<file path="config.mk">
export PLATFORM = sky130hd
export DESIGN_NAME = hbridge_deadtime
export DESIGN_NICKNAME = d
export VERILOG_FILES = /design/src/rtl/hbridge_deadtime_pkg.sv /design/src/rtl/hbdt_sync.sv /design/src/rtl/hbdt_ctrl.sv /design/src/rtl/hbdt_datapath.sv /design/src/rtl/hbridge_deadtime.sv
export SDC_FILE = /design/constraint.sdc
export NUM_CORES = 1
export LEC_CHECK = 0
export BUFFER_PORTS_ARGS = -buffer_cell sky130_fd_sc_hd__buf_2
export CAP_MARGIN = 25
export CELL_PAD_IN_SITES_DETAIL_PLACEMENT = 0
export CELL_PAD_IN_SITES_GLOBAL_PLACEMENT = 1
export CORE_UTILIZATION = 45
export DETAILED_ROUTE_END_ITERATION = 8
export GPL_TIMING_DRIVEN = 0
export PLACE_DENSITY = 0.76
export SLEW_MARGIN = 20
export SYNTH_ARGS = -nofsm -noshare
export SYNTH_HDL_FRONTEND = slang
export SYNTH_HIERARCHICAL = 1
export SYNTH_SLANG_ARGS = --single-unit
</file>
<file path="constraint.sdc">
create_clock -name clk -period 4.3 [get_ports clk]
set_clock_uncertainty 0.05 [all_clocks]
set_input_delay 0.43 -clock clk [delete_from_list [all_inputs] [get_ports clk]]
set_output_delay 0.43 -clock clk [all_outputs]
set_load 0.005 [all_outputs]
</file>
<file path="src/rtl/hbridge_deadtime_pkg.sv">
package hbridge_deadtime_pkg;

  typedef enum logic [2:0] {
    PH_IDLE,
    PH_HI_WAIT,
    PH_HI_SETTLE,
    PH_HI_ON,
    PH_LO_WAIT,
    PH_LO_SETTLE,
    PH_LO_ON
  } phase_t;

  typedef struct packed {
    logic hiOn;
    logic loOn;
    logic settleRun;
    logic timeoutRun;
  } strobe_t;

endpackage

</file>
<file path="src/rtl/hbdt_sync.sv">
module hbdt_sync #(
  parameter int WIDTH  = 4,
  parameter int STAGES = 2
) (
  input  logic             clk,
  input  logic             rstN,
  input  logic [WIDTH-1:0] dIn,
  output logic [WIDTH-1:0] dOut
);

  logic [STAGES-1:0][WIDTH-1:0] chain;

  if (STAGES == 1) begin : g_single
    always_ff @(posedge clk or negedge rstN) begin
      if (!rstN) chain <= '0;
      else       chain <= dIn;
    end
  end else begin : g_multi
    always_ff @(posedge clk or negedge rstN) begin
      if (!rstN) chain <= '0;
      else       chain <= {chain[STAGES-2:0], dIn};
    end
  end

  assign dOut = chain[STAGES-1];

endmodule

</file>
<file path="src/rtl/hbdt_ctrl.sv">
module hbdt_ctrl
  import hbridge_deadtime_pkg::*;
(
  input  logic    clk,
  input  logic    rstN,
  input  logic    pwmS,
  input  logic    lowEnS,
  input  logic    gateOffS,
  input  logic    swLowS,
  input  logic    uvAny,
  input  logic    settleDone,
  input  logic    timeoutDone,
  output strobe_t strb
);

  phase_t phase, phaseNext;

  always_comb begin
    phaseNext = phase;
    if (uvAny) begin
      phaseNext = PH_IDLE;
    end else begin
      unique case (phase)
        PH_IDLE:      phaseNext = pwmS ? PH_HI_WAIT : PH_LO_WAIT;
        PH_HI_WAIT: begin
          if (!pwmS)         phaseNext = PH_LO_WAIT;
          else if (gateOffS) phaseNext = PH_HI_SETTLE;
        end
        PH_HI_SETTLE: begin
          if (!pwmS)           phaseNext = PH_LO_WAIT;
          else if (settleDone) phaseNext = PH_HI_ON;
        end
        PH_HI_ON:     if (!pwmS) phaseNext = PH_LO_WAIT;
        PH_LO_WAIT: begin
          if (pwmS)                       phaseNext = PH_HI_WAIT;
          else if (swLowS)                phaseNext = PH_LO_SETTLE;
          else if (timeoutDone && lowEnS) phaseNext = PH_LO_ON;
        end
        PH_LO_SETTLE: begin
          if (pwmS)            phaseNext = PH_HI_WAIT;
          else if (settleDone) phaseNext = PH_LO_ON;
        end
        PH_LO_ON:     if (pwmS) phaseNext = PH_HI_WAIT;
        default:      phaseNext = PH_IDLE;
      endcase
    end
  end

  always_ff @(posedge clk or negedge rstN) begin
    if (!rstN) phase <= PH_IDLE;
    else       phase <= phaseNext;
  end

  always_comb begin
    strb.hiOn       = (phase == PH_HI_ON);
    strb.loOn       = (phase == PH_LO_ON);
    strb.settleRun  = (phase == PH_HI_SETTLE) || (phase == PH_LO_SETTLE);
    strb.timeoutRun = (phase == PH_LO_WAIT);
  end

endmodule

</file>
<file path="src/rtl/hbdt_datapath.sv">
module hbdt_datapath
  import hbridge_deadtime_pkg::*;
#(
  parameter int SETTLE_CYCLES  = 4,
  parameter int TIMEOUT_CYCLES = 31
) (
  input  logic    clk,
  input  logic    rstN,
  input  strobe_t strb,
  input  logic    lowEnS,
  input  logic    uvAny,
  output logic    settleDone,
  output logic    timeoutDone,
  output logic    hiDrive,
  output logic    loDrive
);

  localparam int SET_W = $clog2(SETTLE_CYCLES + 1);
  localparam int TO_W  = $clog2(TIMEOUT_CYCLES + 1);

  logic [SET_W-1:0] settleCnt;
  logic [TO_W-1:0]  timeoutCnt;

  assign settleDone  = (settleCnt == SET_W'(SETTLE_CYCLES - 1));
  assign timeoutDone = (timeoutCnt == TO_W'(TIMEOUT_CYCLES - 1));

  always_ff @(posedge clk or negedge rstN) begin
    if (!rstN)               settleCnt <= '0;
    else if (!strb.settleRun) settleCnt <= '0;
    else if (!settleDone)    settleCnt <= settleCnt + SET_W'(1);
  end

  always_ff @(posedge clk or negedge rstN) begin
    if (!rstN)                 timeoutCnt <= '0;
    else if (!strb.timeoutRun) timeoutCnt <= '0;
    else if (!timeoutDone)     timeoutCnt <= timeoutCnt + TO_W'(1);
  end

  always_ff @(posedge clk or negedge rstN) begin
    if (!rstN) begin
      hiDrive <= 1'b0;
      loDrive <= 1'b0;
    end else begin
      hiDrive <= strb.hiOn && !uvAny;
      loDrive <= strb.loOn && lowEnS && !uvAny;
    end
  end

endmodule

</file>
<file path="src/rtl/hbridge_deadtime.sv">
module hbridge_deadtime
  import hbridge_deadtime_pkg::*;
#(
  parameter int SYNC_STAGES    = 2,
  parameter int SETTLE_CYCLES  = 4,
  parameter int TIMEOUT_CYCLES = 31
) (
  input  logic clk,
  input  logic rstN,
  input  logic pwmIn,
  input  logic lowEnN,
  input  logic lowGateOff,
  input  logic swNodeLow,
  input  logic uvLow,
  input  logic uvHigh,
  output logic hiDrive,
  output logic loDrive
);

  localparam int SENSE_W = 4;

  logic [SENSE_W-1:0] senseRaw, senseSync;
  strobe_t strb;
  logic    settleDone, timeoutDone;
  logic    uvAny;

  assign senseRaw = {pwmIn, lowEnN, lowGateOff, swNodeLow};
  assign uvAny    = uvLow | uvHigh;

  hbdt_sync #(.WIDTH(SENSE_W), .STAGES(SYNC_STAGES)) u_sync (
    .clk  (clk),
    .rstN (rstN),
    .dIn  (senseRaw),
    .dOut (senseSync)
  );

  hbdt_ctrl u_ctrl (
    .clk         (clk),
    .rstN        (rstN),
    .pwmS        (senseSync[3]),
    .lowEnS      (senseSync[2]),
    .gateOffS    (senseSync[1]),
    .swLowS      (senseSync[0]),
    .uvAny       (uvAny),
    .settleDone  (settleDone),
    .timeoutDone (timeoutDone),
    .strb        (strb)
  );

  hbdt_datapath #(
    .SETTLE_CYCLES  (SETTLE_CYCLES),
    .TIMEOUT_CYCLES (TIMEOUT_CYCLES)
  ) u_dp (
    .clk         (clk),
    .rstN        (rstN),
    .strb        (strb),
    .lowEnS      (senseSync[2]),
    .uvAny       (uvAny),
    .settleDone  (settleDone),
    .timeoutDone (timeoutDone),
    .hiDrive     (hiDrive),
    .loDrive     (loDrive)
  );

endmodule

</file>
======== Yosys cells after proc, flatten, opt, wreduce, memory -nomap -nowiden ========
Cells that the tools add are included.
word-level totals
  register bits ........................... 21
  input bits .............................. 8
  output and inout bits ................... 2
  logic and storage cells ................. 52
operators by class
  $add $sub $neg .......................... 2
  eq/ne operators ......................... 16
  muxes and demuxes ....................... 18
  bitwise logic cells ..................... 1
  reductions and logical operators ........ 8
operators by type and width
  kind                 number
  $mux 3               15
  $pmux 3 s7           1
  $ne 4x3->1 const B   3
  $mux 5               2
  $eq 3x2->1 const B   3
  $eq 3x3->1 const B   3
  $ne 3x3->1 const B   2
  $reduce_and 6->1     1
  $add 5x1->5 const B  1
  $eq 5x5->1 const B   1
  $ne 5x5->1 const B   1
  $logic_and 1x1->1    4
  $ne 2x2->1 const B   2
  $add 3x1->3 const B  1
  $eq 3x1->1 const B   1
  $logic_not 3->1      1
  $logic_not 1->1      1
  $logic_or 1x1->1     1
  $or 1x1->1           1

======== Longest topological paths before layout ========
  word-level depth ........................ 7
  mapped depth ............................ 8
  depth with buffers taken out ............ 8

======== Hierarchy ========
The synthesis kept the hierarchy.
by module, submodules not included
  module            instances  cells each  area an instance (um^2)  sequential area each (um^2)
  hbdt_datapath     1          44          499.2                    250.2
  hbdt_ctrl         1          35          312.8                    75.1
  hbdt_sync         1          12          230.2                    200.2
  hbridge_deadtime  1          1           6.3                      0.0

======== Worst setup path before layout ========
OpenSTA, ideal clock, no wires.
  kind .................................... register to register
  start ................................... reg u_dp.timeoutCnt[0]
  end ..................................... reg u_ctrl.phase[0]
  library setup time ...................... 0.125 ns
  arrival time ............................ 1.607 ns
  required time ........................... 4.125 ns
  slack ................................... 2.517 ns
  cell stages (with the launch flop) ...... 9
  buffers on the path ..................... 0
  clock period less this slack ............ 1.783 ns
  cells stage by stage .................... dfrtp_1 inv_1 ha_1 nand4_2 clkinv_2 a211oi_1 a2bb2oi_1 and3_4 mux2_4
between the ends
  word-level cells in the longest chain between the ends .. 4
ends and longest elaborated chain
  item                               line                    text
  start: declaration                 hbdt_datapath.sv:22     logic [TO_W-1:0] timeoutCnt;
  start signal: assignment           hbdt_datapath.sv:36     else if (!timeoutDone) timeoutCnt <= timeoutCnt + TO_W'(1);
  $eq 5x5->1                         hbdt_datapath.sv:25     assign timeoutDone = (timeoutCnt == TO_W'(TIMEOUT_CYCLES - 1));
  net timeoutDone                    hbridge_deadtime.sv:24  logic settleDone, timeoutDone;
  $logic_and 1x1->1                  hbdt_ctrl.sv:37         else if (timeoutDone && lowEnS) phaseNext = PH_LO_ON;
  $ne 5x5->1 (no source line)        --
  $reduce_and 6->1 (no source line)  --
  end signal: assignment             hbdt_ctrl.sv:51         else phase <= phaseNext;
  end: declaration                   hbdt_ctrl.sv:16         phase_t phase, phaseNext;
The timed path passes the listed nets, and every way through them passes these cells.
A chain may end at the register's enable or synchronous reset.

======== Worst setup path after layout ========
Ends and elaborated chain as after synthesis.

==> impl_metrics.tcl <==
set metrics [dict create \
    status "completed" \
    utilization_pct 52.3 \
    cp_cell_sequence "inv_1, ha_1, nand4_2, clkinv_2, a211oi_1, a2bb2oi_1, and3_4, mux2_4" \
    ys_ff_latch 21 \
    antenna_found_initial 0 \
    post_dp_cell_area_um2 1130 \
    cpLargestDelayFamily "flip-flops" \
    drv_cap 0 \
    grt_max_degree 22 \
    gr-usage-all-layers_pct 16.2 \
    worstPathArrival_ns 2.10 \
    synth.avg_cell_area_um2 11.4 \
    wire_per_inst_um 12.3 \
    grt_util_met1_pct 21.4 \
    cp_max_fo 6 \
    first_pass_iters 4 \
    diodes 0 \
    viasPerCell 5.19 \
    cts_made_buffers 3 \
    async_reset_ff_share_pct 100 \
    cts_tree "built" \
    ys_types 37 \
    post-place-ws_ns 2.36 \
    drt_wl_total_um 1630 \
    grt_pass1_wl_um 2980 \
    min_path_type "in -> async" \
    clock-sinks 21 \
    num_rows 17 \
    core_um2 2210 \
    grt_use_met2_pct 24.7 \
    holdWs_ns 0.00679 \
    layout.nets 118 \
    use_met3_pct 3.64 \
    ctsResizeCount 0 \
    path_clk_slew_ns 0.12 \
    power_density_nw_per_um2 284 \
    ant_nets 0 \
    place_congestion 0.735 \
    synth-seq-area-share_pct 50.1 \
    finalSetupViolations 0 \
    finalCritPeriodShare_pct 45.5 \
    seqCellArea_um2 526 \
    rsz0062_at_grt "false" \
    p_total_uw 328 \
    drc 0 \
    cp-start-kind "flop" \
    endpoint_kind "flop" \
    vias 690 \
    path_depth 8 \
    synth_cells 92 \
    initial_core_util_pct 47.4 \
    max_freq_ghz 0.512 \
    worst_ep_required_time_ns 4.45 \
    insertion_delay_ns 0.30 \
    yosys_most_used_dff "dfrtp_1" \
    grt_most_used_layer "met2" \
    htreeDepth 1 \
    drtIter0Drc 9 \
    grt_overflow 0 \
    ios 10 \
    postCtsHoldBufs 0 \
    r2r_cells 8 \
    critical_path_class "reg -> reg" \
    fin_cells 133 \
    ir_worst_vdd_mv 0.174 \
    root_buffer "clkbuf_4" \
    crit_buf_inv 2 \
    place_inst 129 \
    tns_ns 0 \
    slew_violations 0 \
    syn_nets 104 \
    fill_cells 209 \
    worstMarginPinSlew_ns 0.460 \
    power_leakage_nw 0.524 \
    cts.path.max_buffers 2 \
    post_cts_buffers 0 \
    die_y_um 50.3 \
    fp.dieArea_um2 2530 \
    synth_edf_count 0 \
    drive_gt1_share_pct 26.7 \
    syn2layout_area_growth_pct 10.3 \
    finalWorstSetupSlack_ns 2.35 \
    grt_pass1_vias 709 \
    hpwl_um 1180 \
    period_minus_slack_ns 1.95 \
    syn_area_um2 1050 \
    timing.slew.headroom_pct 69.3 \
    multi_input_comb_area_um2 454 \
    critPathSlowestCell "dfrtp_1" \
    fin_area_um2 1160 \
    die_x_um 50.3 \
    port_buffers 9 \
    ys_warn_count 6 \
    hold_violations 0 \
    max_stage_delay_ns 0.44 \
]
## cells by family (layout without fill, tap and decap cells)
logic type | after synthesis | count (layout) | share of synthesized area, %
simple gates | 30 | 30 | 19.9
flops | 21 | 21 | 50.1
compound gates | 20 | 20 | 13.5
buf+inv | 12 | 25 | 6.56
fa+ha+maj | 4 | 4 | 4.77
mux | 4 | 4 | 4.30
xor+xnor | 1 | 1 | 0.835
## layout make-up
cell class                 instances  share of cell area, %
inverter                           6                   2.06
buffer                             6                   3.90
timing repair buffer               9                   3.90
clock inverter                     1                  0.433
clock buffer                       3                   1.95
multi-input combinational         59                   39.3
tap                               28                   3.03
sequential                        21                   45.5
## state kept, by name, indices dropped and copies added (netlist names)
| signal | count |
|---|---|
| u_dp/loDrive | 1 |
| u_ctrl/phase | 3 |
| u_dp/settleCnt | 3 |
| u_dp/timeoutCnt | 5 |
| u_sync/dOut | 4 |
| u_sync/chain | 4 |
| u_dp/hiDrive | 1 |
## power by group
| group | internal [mW] | switching [mW] | total (mW) | leakage, nW |
|---|---|---|---|---|
| combinational | 0.0135 | 0.0146 | 0.0281 | 0.234 |
| sequential | 0.203 | 0.00336 | 0.207 | 0.273 |
| clock | 0.0347 | 0.0586 | 0.0933 | 0.0177 |
## Yosys cell counts (2+ instances only)
master	n	area (um^2)
dfrtp_1	21	526
buf_4	6	45.0
inv_1	5	18.8
nand2_1	5	18.8
a31oi_1	4	25.0
ha_1	4	50.1
nor2b_1	4	25.0
o21ai_0	4	20.0
a211oi_1	3	22.5
mux2i_1	3	30.0
nand2b_1	3	18.8
a21boi_0	2	15.0
a21oi_1	2	10.0
nor2_1	2	7.51
or2_1	2	12.5
## worst reg2reg max path, delay by kind of cell, from the launching register on
kind | cells | cell delay, ns
multiplexers | 1 | 0.29
adder cells (fa/ha/maj) | 1 | 0.23
buffers and inverters | 2 | 0.16
AO/OA/AOI/OAI | 2 | 0.35
AND/OR/NAND/NOR | 2 | 0.33
flip-flops | 1 | 0.44
## path summary, 6_finish.rpt
path	start	to	slack (ns)
worst min-delay path	rstN	u_dp/loDrive	0.007
min in group clk	swNodeLow	u_sync/chain[0]	0.17
worst max-delay path	u_dp/timeoutCnt[0]	u_ctrl/phase[0]	2.35
worst max register to register	u_dp/timeoutCnt[0]	u_ctrl/phase[0]	2.35
max in group asynchronous	rstN	u_sync/dOut[1]	3.88
worst min register to register	u_sync/chain[1]	u_sync/dOut[1]	0.31
## cell usage in the layout (no fill, tap or decap), types with 2 or more instances in the layout
master | synthesis | layout
dfrtp_1 | 21 | 21
buf_2 | 0 | 9
buf_4 | 6 | 6
inv_1 | 5 | 5
nand2_1 | 5 | 5
o21ai_0 | 4 | 4
nor2b_1 | 4 | 4
a31oi_1 | 4 | 4
ha_1 | 4 | 4
clkbuf_4 | 0 | 3
a211oi_1 | 3 | 3
nand2b_1 | 3 | 3
mux2i_1 | 3 | 3
or2_1 | 2 | 2
clkinv_2 | 1 | 2
nor2_1 | 2 | 2
a21oi_1 | 2 | 2
a21boi_0 | 2 | 2
## routing by layer
layer / up-vias / wire length, um
li1: 346 / -
met1: 330 / 820
met2: 9 / 735
met3: 5 / 38
met4: 0 / 39
met5: - / 0
Power figures use the tool's default switching activity.
